**config.mk**
```make
export PLATFORM = sky130hd
export DESIGN_NAME = medfilt3_engine
export DESIGN_NICKNAME = d
export VERILOG_FILES = /design/src/rtl/medfilt3_pkg.sv /design/src/rtl/medfilt3_rank_sel.sv /design/src/rtl/medfilt3_window.sv /design/src/rtl/medfilt3_seq.sv /design/src/rtl/medfilt3_engine.sv
export SDC_FILE = /design/constraint.sdc
export NUM_CORES = 1
export LEC_CHECK = 0
export BUFFER_PORTS_ARGS = -buffer_cell sky130_fd_sc_hd__buf_4
export CORE_UTILIZATION = 45
export CTS_BUF_LIST = sky130_fd_sc_hd__clkbuf_4 sky130_fd_sc_hd__clkbuf_8
export CTS_CLUSTER_DIAMETER = 200
export CTS_CLUSTER_SIZE = 28
export DETAILED_ROUTE_END_ITERATION = 6
export GPL_TIMING_DRIVEN = 0
export MAX_ROUTING_LAYER = met4
export PLACE_DENSITY = 0.72
export RECOVER_POWER = 25
export SYNTH_ARGS = -nofsm -noshare
export SYNTH_HDL_FRONTEND = slang
export SYNTH_HIERARCHICAL = 1
export SYNTH_SLANG_ARGS = --single-unit
```
**constraint.sdc**
```tcl
create_clock -name clk -period 13.6 [get_ports clk]
set_input_delay 2.72 -clock clk [delete_from_list [all_inputs] [get_ports clk]]
set_output_delay 2.72 -clock clk [all_outputs]
set_load 0.03 [all_outputs]
```
**src/rtl/medfilt3_pkg.sv**
```systemverilog
package medfilt3_pkg;
  localparam int TAPS     = 9;
  localparam int MID_RANK = 4;

  typedef enum logic [1:0] {
    SQ_IDLE = 2'd0,
    SQ_RUN  = 2'd1,
    SQ_DONE = 2'd2
  } seq_state_e;
endpackage

```
**src/rtl/medfilt3_rank_sel.sv**
```systemverilog
module medfilt3_rank_sel
  import medfilt3_pkg::*;
#(
  parameter int PW = 8
) (
  input  logic              clk,
  input  logic              rst,
  input  logic              chk_en,
  input  logic [9*PW-1:0]   taps,
  output logic [PW-1:0]     med
);
  logic [PW-1:0]   v    [TAPS];
  logic [3:0]      rank [TAPS];
  logic [TAPS-1:0] hit;

  for (genvar gi = 0; gi < TAPS; gi++) begin : g_unpack
    assign v[gi] = taps[gi*PW +: PW];
  end

  // Stable rank: ties broken by tap index, so exactly one tap has rank 4.
  always_comb begin
    med = '0;
    for (int i = 0; i < TAPS; i++) begin
      rank[i] = '0;
      for (int j = 0; j < TAPS; j++) begin
        if (j != i && (v[j] < v[i] || (v[j] == v[i] && j < i))) begin
          rank[i] = rank[i] + 4'd1;
        end
      end
      hit[i] = (rank[i] == 4'(MID_RANK));
      if (hit[i]) med = v[i];
    end
  end

  AST_ONE_MEDIAN: assert property (@(posedge clk) disable iff (rst)
    chk_en |-> ($countones(hit) == 1));
endmodule

```
**src/rtl/medfilt3_window.sv**
```systemverilog
module medfilt3_window #(
  parameter int PW = 8
) (
  input  logic            clk,
  input  logic            rst,
  input  logic            clear,
  input  logic            cap_en,
  input  logic [1:0]      cap_slot,
  input  logic            cap_pad,
  input  logic [PW-1:0]   pix_in,
  input  logic            shift,
  output logic [9*PW-1:0] taps
);
  // win[col][row]: col 0 = left, col 2 = newest
  logic [2:0][2:0][PW-1:0] win;
  logic [1:0][PW-1:0]      stage;
  logic [PW-1:0]           cap_val;

  assign cap_val = cap_pad ? '0 : pix_in;
  assign taps    = win;

  always_ff @(posedge clk or posedge rst) begin
    if (rst) begin
      win   <= '0;
      stage <= '0;
    end else if (clear) begin
      win   <= '0;
      stage <= '0;
    end else begin
      if (cap_en && cap_slot != 2'd2) stage[cap_slot[0]] <= cap_val;
      if (shift) begin
        win[0]    <= win[1];
        win[1]    <= win[2];
        win[2][0] <= stage[0];
        win[2][1] <= stage[1];
        win[2][2] <= cap_val;
      end
    end
  end
endmodule

```
**src/rtl/medfilt3_seq.sv**
```systemverilog
module medfilt3_seq
  import medfilt3_pkg::*;
#(
  parameter int W  = 128,
  parameter int H  = 128,
  parameter int AW = $clog2(W*H)
) (
  input  logic          clk,
  input  logic          rst,
  input  logic          start,
  output logic [AW-1:0] fetch_addr,
  output logic          cap_en,
  output logic [1:0]    cap_slot,
  output logic          cap_pad,
  output logic          shift,
  output logic          out_valid,
  output logic [AW-1:0] out_addr,
  output logic          out_last
);
  localparam int CW = $clog2(W+1);
  localparam int RW = $clog2(H);
  localparam int AX = AW + 1;

  seq_state_e     st;
  logic [RW-1:0]  row;
  logic [CW-1:0]  fcol;
  logic [1:0]     k;
  logic           pad_q;
  logic [AW-1:0]  addr_q;
  logic           edge_col, last_row, oob;
  logic [AX-1:0]  base, fetch_a;

  assign edge_col = (fcol == CW'(W));
  assign last_row = (row == RW'(H-1));
  assign oob      = edge_col || (k == 2'd0 && row == '0) || (k == 2'd2 && last_row);
  assign base     = AX'(row) * AX'(W) + AX'(fcol);

  always_comb begin
    case (k)
      2'd0:    fetch_a = base - AX'(W);
      2'd2:    fetch_a = base + AX'(W);
      default: fetch_a = base;
    endcase
  end

  always_ff @(posedge clk or posedge rst) begin
    if (rst) begin
      st     <= SQ_IDLE;
      row    <= '0;
      fcol   <= '0;
      k      <= '0;
      pad_q  <= 1'b1;
      addr_q <= '0;
    end else begin
      case (st)
        SQ_IDLE: if (start) begin
          st   <= SQ_RUN;
          row  <= '0;
          fcol <= '0;
          k    <= '0;
        end
        SQ_RUN: begin
          if (k != 2'd3) begin
            pad_q <= oob;
            if (!oob) addr_q <= fetch_a[AW-1:0];
            k <= k + 2'd1;
          end else begin
            k <= '0;
            if (edge_col) begin
              fcol <= '0;
              if (last_row) st <= SQ_DONE;
              else          row <= row + 1'b1;
            end else begin
              fcol <= fcol + 1'b1;
            end
          end
        end
        default: st <= SQ_IDLE;
      endcase
    end
  end

  assign fetch_addr = addr_q;
  assign cap_en     = (st == SQ_RUN) && (k != 2'd0);
  assign cap_slot   = k - 2'd1;
  assign cap_pad    = pad_q;
  assign shift      = (st == SQ_RUN) && (k == 2'd3);
  assign out_valid  = shift && (fcol != '0);
  assign out_addr   = AW'(base - AX'(1));
  assign out_last   = shift && edge_col && last_row;

  AST_PAD_NO_FETCH: assert property (@(posedge clk) disable iff (rst)
    (st == SQ_RUN && k != 2'd3 && oob) |=> $stable(fetch_addr));
endmodule

```
**src/rtl/medfilt3_engine.sv**
```systemverilog
module medfilt3_engine #(
  parameter int IMG_W = 128,
  parameter int IMG_H = 128,
  parameter int PW    = 8,
  parameter int AW    = $clog2(IMG_W*IMG_H)
) (
  input  logic          clk,
  input  logic          rst,
  input  logic          frame_go,
  output logic          frame_busy,
  output logic [AW-1:0] pix_addr,
  input  logic [PW-1:0] pix_data,
  input  logic [PW-1:0] res_rdata,
  output logic [AW-1:0] res_addr,
  output logic [PW-1:0] res_wdata,
  output logic          res_we
);
  localparam logic [AW-1:0] LAST_ADDR = AW'(IMG_W*IMG_H-1);

  logic          busy_q, start;
  logic          cap_en, cap_pad, shift, out_valid, out_last;
  logic [1:0]    cap_slot;
  logic [AW-1:0] out_addr, pend_addr, waddr_q;
  logic          wr_pend, last_pend, we_q, last_q;
  logic [PW-1:0] wdata_q, med;
  logic [9*PW-1:0] taps;
  logic          unused_rdata;

  assign unused_rdata = ^res_rdata;
  assign start        = !busy_q && frame_go;

  medfilt3_seq #(.W(IMG_W), .H(IMG_H), .AW(AW)) u_seq (
    .clk(clk), .rst(rst), .start(start), .fetch_addr(pix_addr),
    .cap_en(cap_en), .cap_slot(cap_slot), .cap_pad(cap_pad), .shift(shift),
    .out_valid(out_valid), .out_addr(out_addr), .out_last(out_last)
  );

  medfilt3_window #(.PW(PW)) u_win (
    .clk(clk), .rst(rst), .clear(start), .cap_en(cap_en), .cap_slot(cap_slot),
    .cap_pad(cap_pad), .pix_in(pix_data), .shift(shift), .taps(taps)
  );

  medfilt3_rank_sel #(.PW(PW)) u_med (
    .clk(clk), .rst(rst), .chk_en(wr_pend), .taps(taps), .med(med)
  );

  always_ff @(posedge clk or posedge rst) begin
    if (rst) begin
      busy_q    <= 1'b0;
      wr_pend   <= 1'b0;
      last_pend <= 1'b0;
      pend_addr <= '0;
      we_q      <= 1'b0;
      last_q    <= 1'b0;
      waddr_q   <= '0;
      wdata_q   <= '0;
    end else begin
      if (start)               busy_q <= 1'b1;
      else if (we_q && last_q) busy_q <= 1'b0;
      wr_pend   <= out_valid;
      last_pend <= out_last;
      if (out_valid) pend_addr <= out_addr;
      we_q   <= wr_pend;
      last_q <= last_pend;
      if (wr_pend) begin
        waddr_q <= pend_addr;
        wdata_q <= med;
      end
    end
  end

  assign frame_busy = busy_q;
  assign res_we     = we_q;
  assign res_addr   = waddr_q;
  assign res_wdata  = wdata_q;

  // checker state: address of the previous write within the frame
  logic          have_prev;
  logic [AW-1:0] prev_wa;
  always_ff @(posedge clk or posedge rst) begin
    if (rst) begin
      have_prev <= 1'b0;
      prev_wa   <= '0;
    end else if (start) begin
      have_prev <= 1'b0;
    end else if (res_we) begin
      have_prev <= 1'b1;
      prev_wa   <= res_addr;
    end
  end

  AST_WE_ONLY_BUSY: assert property (@(posedge clk) disable iff (rst)
    res_we |-> frame_busy);
  AST_BUSY_ON_GO: assert property (@(posedge clk) disable iff (rst)
    $rose(frame_busy) |-> $past(frame_go));
  AST_WR_ASCEND: assert property (@(posedge clk) disable iff (rst)
    (res_we && have_prev) |-> (res_addr == prev_wa + 1'b1));
  AST_WE_PULSE: assert property (@(posedge clk) disable iff (rst)
    res_we |=> !res_we);
  AST_BUSY_END: assert property (@(posedge clk) disable iff (rst)
    $fell(frame_busy) |-> ($past(res_we) && $past(res_addr) == LAST_ADDR));
endmodule

```
==> flow_results.org, run 1 <==
** Run status
- Result of the run :: complete, but fails checks
- Failing checks :: capacitance limit, slew limit

** Yosys
- For this run, the leading register cell type out of synthesis is sky130_fd_sc_hd__dfrtp_1.
- Proportion of synthesized area in mux cells :: under 10%
- Basic-gate share of the synthesized area counting and, or, nand and nor cells :: between 15 and 20%
- Netlist Area Pre-Place :: between 20000 and 25000 sq um
- Post-synth top area cell :: sky130_fd_sc_hd__ha_1
- Share of the synthesized area in compound gates (AO/OA/AOI/OAI) :: around a fifth
- Synthesis produced a netlist whose cell count is between 2000 and 2500.
- During synthesis, Yosys emitted a total of 6 warnings.
- In the post-synthesis netlist, the biggest area contributors are sky130_fd_sc_hd__ha_1 (22%), sky130_fd_sc_hd__dfrtp_1 (20%), sky130_fd_sc_hd__mux2i_1 (3.8%).
- Share of synthesized area occupied by flip-flops and latches :: 20.1%
- The synthesized netlist devotes about 22% of its cell area to adder and majority cells.
- Most frequent cell after synthesis :: sky130_fd_sc_hd__ha_1
- By area, the combinational part of the netlist is dominated by adder cells.
- The number of nets handed over by synthesis was about 2700.
- A synthesized cell averages approximately 8.8 sq um.
- Counting instances in the post-synthesis netlist gives the leading cell types as sky130_fd_sc_hd__ha_1 (362), sky130_fd_sc_hd__nor2_1 (182), sky130_fd_sc_hd__dfrtp_1 (162).
- Number of enable-type register cells in the synthesized netlist :: 0
- Of all flip-flops after synthesis, the portion carrying an async set or reset was 100%.
- Proportion of netlist area held by the largest area contributor :: between 20% and 30%
- Counting distinct cell types in the post-synthesis netlist gives 120.
- Of the total synthesized cell area, the portion taken by XOR and XNOR cells is 7.32%.
- Number of register bits inferred by synthesis :: roughly 160

** Critical path
- The cell that appears most often on the critical path is sky130_fd_sc_hd__ha_1.
- Crit path max-delay cell type :: sky130_fd_sc_hd__o311ai_1
- Worst r2r path cells :: 31
- Flop2flop setup slack :: between 4 and 5 ns
- RR Endpoint :: res_wdata[1]
- STA classifies the critical path endpoint as a flop.
- Worst setup path class :: reg -> reg
- Stage delay of the slowest cell on the critical path :: around 0.85 ns
- Required time at the worst-slack endpoint :: 13.97 ns
- In this run the critical register-to-register path is launched from u_win/taps[12].
- Data arrival time of the critical path :: between 9 and 10 ns
- Critical path fanouts, max :: 8
- Critical Path Source Type :: flop

** Timing
- Max Freq :: roughly 0.11 GHz
- Max-slew violation total from the final report :: 91
- For the final routed database, the setup TNS stands at 0 ns.
- Final hold violation count :: 0
- Across all hold checks on the routed design, the worst slack comes to ~0.36 ns.
- After layout, the minimum clock period comes to ~9.1 ns.
- Clock skew on the completed layout was measured at 0.0119 ns.
- Total of endpoints with negative setup slack in the final report :: 0
- Unrepaired setup endpoints after global routing :: false
- Slew headroom :: -66.8%
- Worst Max-Slew Pin Slew :: 2.50 ns
- Share of the cycle needed by the critical path after routing :: between 60% and 70%

** Placed design
- Port Buf Inserts :: 48
- Final estimated routing congestion in global placement :: 1.01
- Summed over all nets, the half-perimeter wirelength after detailed placement is around 52000 um.

** Clocking
- The clock passes through at most 2 buffers.
- Clock latency on the worst-skew pair, taken at its later pin, is 0.48 ns.
- The number of hold buffers added after CTS was 0.
- Root Driver :: sky130_fd_sc_hd__clkbuf_8
- CTS tree :: yes
- In this run the number of H-tree levels came out at 4.
- Clock-pin slew on the worst setup and hold paths :: about 0.09 ns
- Num Clock Sinks :: roughly 160
- Post-CTS Resized :: 0
- In this run, CTS created clock tree buffers numbering 17.
- Post-CTS setup buffer count :: 0

** Global routing
- Overall overflow remaining after global route :: 0
- Total Routing Usage GR :: around 30%
- Vias in the first global route :: around 18000
- Antenna violations before repair :: 0
- Wire length of the first global-routing pass :: ~100000 um
- Entering global routing, the biggest net connects 48 pins.

** Die
- Number of standard-cell rows in the floorplan :: between 70 and 80
- Height of the chip :: 214 um
- The initial utilization of the core area, before any placement, comes to between 40% and 50%.
- Horizontal die dimension :: approximately 210 um
- Die area :: roughly 46000 sq um
- Core area :: about 44000 sq um
- 57 I/O pins were placed.

** Worst hold path
- In this run the most critical hold path is launched from last_pend.
- Endpoint of the worst hold path :: last_q
- Hold/Removal Path Class :: reg -> reg
- Min-Delay Path Depth :: 0

** Drt
- Drt total wl :: 67800 um
- Number of vias per cell after detailed routing :: around 6.4
- ANT nets after route :: 0
- The pre-antenna-repair detailed-routing pass consisted of 7 iterations.
- In the routed design, unresolved DRC markers number 0.
- Detailed Route Iter0 Violations :: between 1500 and 2000
- After detailed routing, the average wire length per cell comes to 22.8 um.
- For this block, the via count after detailed routing is ~19000.

** Finish
- The net count of the finished layout is approximately 2700.
- Proportion of layout cells with a drive suffix above 1 :: 10.3%
- The filler cells instantiated in the layout total 4182.
- Post-synthesis to final-layout area growth :: 7.06%
- The repair_antennas step left the layout with diodes totalling 0.

** Job
- Number of max-capacitance violations reported :: 2
sequential cells by signal, summed over array words and instances (netlist names):
signal,count
u_seq/k,2
res_we,1
frame_busy,1
last_q,1
u_seq/fcol,8
pend_addr,14
last_pend,1
res_addr,14
u_win/stage,16
u_win/taps,72
u_seq/row,7
u_seq/fetch_addr,14
res_wdata,8
wr_pend,1
u_seq/st,2
u_seq/cap_pad,1
cell usage in the layout (no fill, tap or decap), drive strengths merged, types with 16 or more instances in the layout:
cell	instances
a31oi	29
nor2	184
o31ai	20
nand4	59
xor2	46
o211ai	25
dfrtp	162
nor2b	37
nand3b	19
mux2i	78
inv	160
a21oi	122
a211o	24
o21ai	95
a211oi	35
nand2b	35
clkbuf	70
a21o	44
nand2	141
xnor2	69
xnor3	16
nand3	69
buf	70
mux2	64
and3	23
o21a	28
and2	20
ha	362
nor3	37
critical path, delay by kind of cell (launching register included):
kind | cells | cell delay, ns
buffers and inverters | 3 | 0.54
and+or+nand+nor | 8 | 0.95
xor gates and xnor gates | 3 | 0.84
AOI/OAI and AO/OA | 9 | 3.36
adders and majority gates | 7 | 2.29
muxes | 1 | 0.28
DFF | 1 | 0.74
how the worst max path moves through the flow:
stage / depth (start not counted) / end / startpoint
detailed placement: 30 / res_wdata[1] / u_win/taps[57]
global route: 35 / res_wdata[1] / u_win/taps[9]
floorplan: 34 / res_wdata[0] / u_win/taps[35]
finish: 31 / res_wdata[1] / u_win/taps[12]
CTS: 30 / res_wdata[1] / u_win/taps[57]
global placement: 30 / res_wdata[7] / u_win/taps[57]
per-stage QoR:
step / instances / instance area [sq um] / util, % / worst slack, ns
3_5_place_dp: 2938 / 21400 / 48.4 / 4.71
3_3_place_gp: 2937 / 21400 / 48.3 / 4.89
4_1_cts: 2970 / 21800 / 49.2 / 4.65
5_1_grt: 2970 / 21700 / 49.0 / 4.04
2_1_floorplan: 2297 / 20300 / - / 6.62
6_report: 2970 / 21700 / 49.0 / 4.47
layout make-up:
type,instances,area (sq um),share of cell area (%)
plain buffers,72,405,1.87
multi-input cells,1904,15200,69.8
clock buffers,19,255,1.17
clock inverters,13,126,0.581
inverters,158,594,2.73
repair buffers,49,360,1.66
flip-flops and latches,163,4080,18.8
well taps,592,741,3.41
routing by layer:
layer,vias up,GRT usage [%],part of all wire [%]
met5,-,-,0
met4,0,15.6,5.4
met3,189,4.28,7.8
met2,826,45.7,44
met1,9276,37.9,43
li1,8674,-,-
cell families after synthesis:
logic type | Yosys count
AO/OA/AOI/OAI | 554
buffers and inverters | 230
AND/OR/NAND/NOR | 710
XOR/XNOR | 134
flip-flops | 163
adder cells (fa/ha/maj) | 363
multiplexers | 143
Power of run 1 is not shown: default switching activity piles up to over one toggle a cycle in this logic, so the estimate is an artifact.
==> inputs of run 2 (changes only) <==
--- a/config.mk
+++ b/config.mk
@@ -13,7 +13,7 @@
 export DETAILED_ROUTE_END_ITERATION = 6
 export GPL_TIMING_DRIVEN = 0
 export MAX_ROUTING_LAYER = met4
-export PLACE_DENSITY = 0.72
+export PLACE_DENSITY = 0.74
 export RECOVER_POWER = 25
 export SYNTH_ARGS = -nofsm -noshare
 export SYNTH_HDL_FRONTEND = slang
==> constraint.sdc (replaced) <==
create_clock -name clk -period 8.05 [get_ports clk]
set_input_delay 1.61 -clock clk [delete_from_list [all_inputs] [get_ports clk]]
set_output_delay 1.61 -clock clk [all_outputs]
set_load 0.03 [all_outputs]
==> run 2 against run 1 <==
The flow still finishes with violations (capacitance limit, slew limit). Sequential share of layout area shrank 0.62 points. Sequential cell count unchanged. Global-route usage up 0.82 points. Largest cell class unchanged. Clock-buffer cell count increased by 2. Die area did not move. Setup slack worse by 4.3 ns. Routed wire length grew 4.1%. Fmax is 16% higher. Non-clock buffer count rose by 79. Via count is 1.9% higher.
==> flow_results.org, run 2 (synthesis gave the netlist of run 1 again) <==
** Critical path
- In this design, the critical path's most frequently occurring cell is sky130_fd_sc_hd__ha_1.
- The total buffers and inverters traversed by the critical path came to 1 (-2).
- In this run the critical register-to-register path is launched from u_win/taps[33].
- The reg-to-reg setup timing slack was 0.17 ns (-4.30 ns).
- Critical Path Source Type :: flop
- Data arrival time of the critical path :: 8.29 ns (-1.21 ns)
- Stage delay of the slowest cell on the critical path :: 0.46 ns (-0.39 ns)
- Broken down by cell family, the worst path's largest delay share belongs to compound AO/OA/AOI/OAI gates.
- The worst register-to-register path ends at res_wdata[2].
- The worst reg2reg path depth came to 33 (+6.5%).
- The critical path in this run is classified as reg -> reg.
- Required time at the worst-slack endpoint :: 8.46 ns (-5.51 ns)
- Crit path capture type :: flop
- The critical-path maximum fanout was 9 (+1).
- End point of the critical path :: res_wdata[2]
- The largest individual stage delay along the critical path comes from the cell sky130_fd_sc_hd__dfrtp_2.
- Depth of the critical timing path with buffers and inverters included :: 33 (+6.5%)
- Critical Path Start :: u_win/taps[33]

** Drt
- ANT nets after route :: 0 (unchanged)
- The number of vias per cell after detailed routing came to 6.34 (-0.73%).
- DRC violations left :: 0 (unchanged)
- The number of DRC violations after detailed-routing iteration 0 is 1928 (+6.7%).
- Average wire per cell in the routed design :: 23.2 um (+1.4%)
- The via count is 19300 (+1.9%).
- The detailed-router iteration count before antenna repair is 5 (-2).
- Drt total wl :: 70600 um (+4.1%)

** Finish
- The layout cell share with drive strength beyond 1 came to 18.2% (+7.9 points).
- Most common cell after layout, fill and taps aside :: sky130_fd_sc_hd__ha_1
- The top cell types in the final layout, fill and taps aside, are sky130_fd_sc_hd__ha_1 (357), sky130_fd_sc_hd__nor2_1 (180), sky130_fd_sc_hd__nand2_1 (140).
- The final instance area was 22900 sq um (+5.2%).
- The share of the core filled with cells is 51.6% (+2.6 points).
- Number of flip-flops in the largest register :: 72 (unchanged)
- Number of nets in the final layout :: 2826 (+2.9%)
- Post-synthesis to final-layout area growth :: 12.7%

** Timing
- The smallest setup slack after layout was 0.166 ns (-4.30 ns).
- Worst Max-Slew Pin Slew :: 3.72 ns (+1.22 ns)
- Max-slew violation total from the final report :: 71 (-22%)
- The number of hold violations in the final report was 0 (unchanged).
- The shortest clock period the worst path allows after layout was 7.88 ns (-1.25 ns).
- Worst clock skew :: 0.0145 ns (+0.00260 ns)
- Share of the cycle needed by the critical path after routing :: 97.9% (+31 points)
- Setup TNS :: 0 ns (unchanged)
- Max Freq :: 0.127 GHz (+16%)
- Slew headroom :: -148% (-81 points)
- The final number of setup-violating endpoints came to 0 (unchanged).

** Die
- Horizontal die dimension :: 214 um (unchanged)
- Top-level I/O count :: 57 (unchanged)
- The placeable core region was 44300 sq um (unchanged).
- The number of rows created at floorplan came to 77 (unchanged).
- Die area :: 46000 sq um (unchanged)
- Initial standard-cell utilization of the core :: 45.8% (unchanged)
- Height of the chip :: 214 um (unchanged)

** Clocking
- Clock buffer count from CTS :: 17 (unchanged)
- Maximum level of the CTS H-tree :: 4 (unchanged)
- CTS placed an instance of sky130_fd_sc_hd__clkbuf_8 at the clock tree root.
- Clock-pin slew on the worst setup and hold paths :: 0.09 ns (about the same)
- The latest clock arrival within the worst-skew pair is 0.46 ns (-0.02 ns).
- The number of hold buffers added after cts was 0 (unchanged).
- TritonCTS built the clock tree.
- The deepest clock path buffer count came to 2 (unchanged).
- Num Clock Sinks :: 163 (unchanged)

** Placed design
- The worst setup slack before clock tree synthesis came to -0.836 ns (-5.55 ns).
- The weighted congestion at the end of routability-driven global placement came to 1.01 (about the same).
- The half-perimeter wire length of the detailed placement result is 52400 um (+1.2%).
- The count of buffers from port buffering is 48 (unchanged).
- Cell area after placement :: 21400 sq um (unchanged)

** Worst hold path
- Hold/Removal Path Class :: reg -> reg
- Start point of the worst hold path :: last_pend

** Global routing
- Pin count of the biggest net entering global routing :: 71 (+48%)
- Overall overflow remaining after global route :: 0 (unchanged)
- Total Routing Usage GR :: 30.6% (+0.82 points)
- The number of antenna violations at the first check in global routing is 2 (+2).
- The via count of the first global-routing pass is 18200 (-0.19%).
- Wire length of the first global-routing pass :: 106000 um (+2.5%)

** Run status
- The run finished, with violations left.
- The checks that failed: capacitance limit, slew limit.

** Job
- The count of max-cap constraint violations is 1 (-1).
==> run 2: cell count changes in the layout (fill, tap and decap cells not counted), sizes merged <==
cell / previous run / this run
buf: 70 / 155
clkinvlp: 3 / 20
inv: 160 / 144
clkbuf: 70 / 66
clkinv: 7 / 3
diode: 0 / 2
==> run 2: worst min path at each step <==
stage / end / cells after the start
2_1_floorplan: last_q / 0
3_3_place_gp: last_q / 0
3_5_place_dp: last_q / 0
4_1_cts: last_q / 0
5_1_grt: last_q / 0
6_report: last_q / 0
==> run 2: layout make-up <==
class	instances	area, sq um
repair buffers	130	981
multi-input cells	1904	15500
clock buffers	21	277
inverters	158	651
clock inverters	10	100
diodes	2	5.00
flip-flops and latches	163	4150
plain buffers	70	422
fillers	4073	21400
well taps	592	741
==> run 2: metrics by stage <==
stage          hold WS (ns)  instances
4_1_cts               0.373       2977
3_3_place_gp          0.345       2937
5_1_grt               0.384       3050
2_1_floorplan         0.331       2297
6_report              0.368       3050
3_5_place_dp          0.344       2938
==> run 2: what timing repair did <==
action | 4_1_cts | 5_1_grt
resized for setup | 57 | 81
setup endpoints to repair | 8 | 8
buffers inserted | 8 | 73
pin swaps | 1 | 14
==> run 2: routing by layer <==
layer	vias to the layer above	GRT usage, %	share of wire [%]
li1	8824	-	-
met1	9411	38.8	42
met2	893	47.7	45
met3	205	4.75	7.9
met4	0	14.2	5.1
met5	-	-	0
Power of run 2 is left out for the same reason.
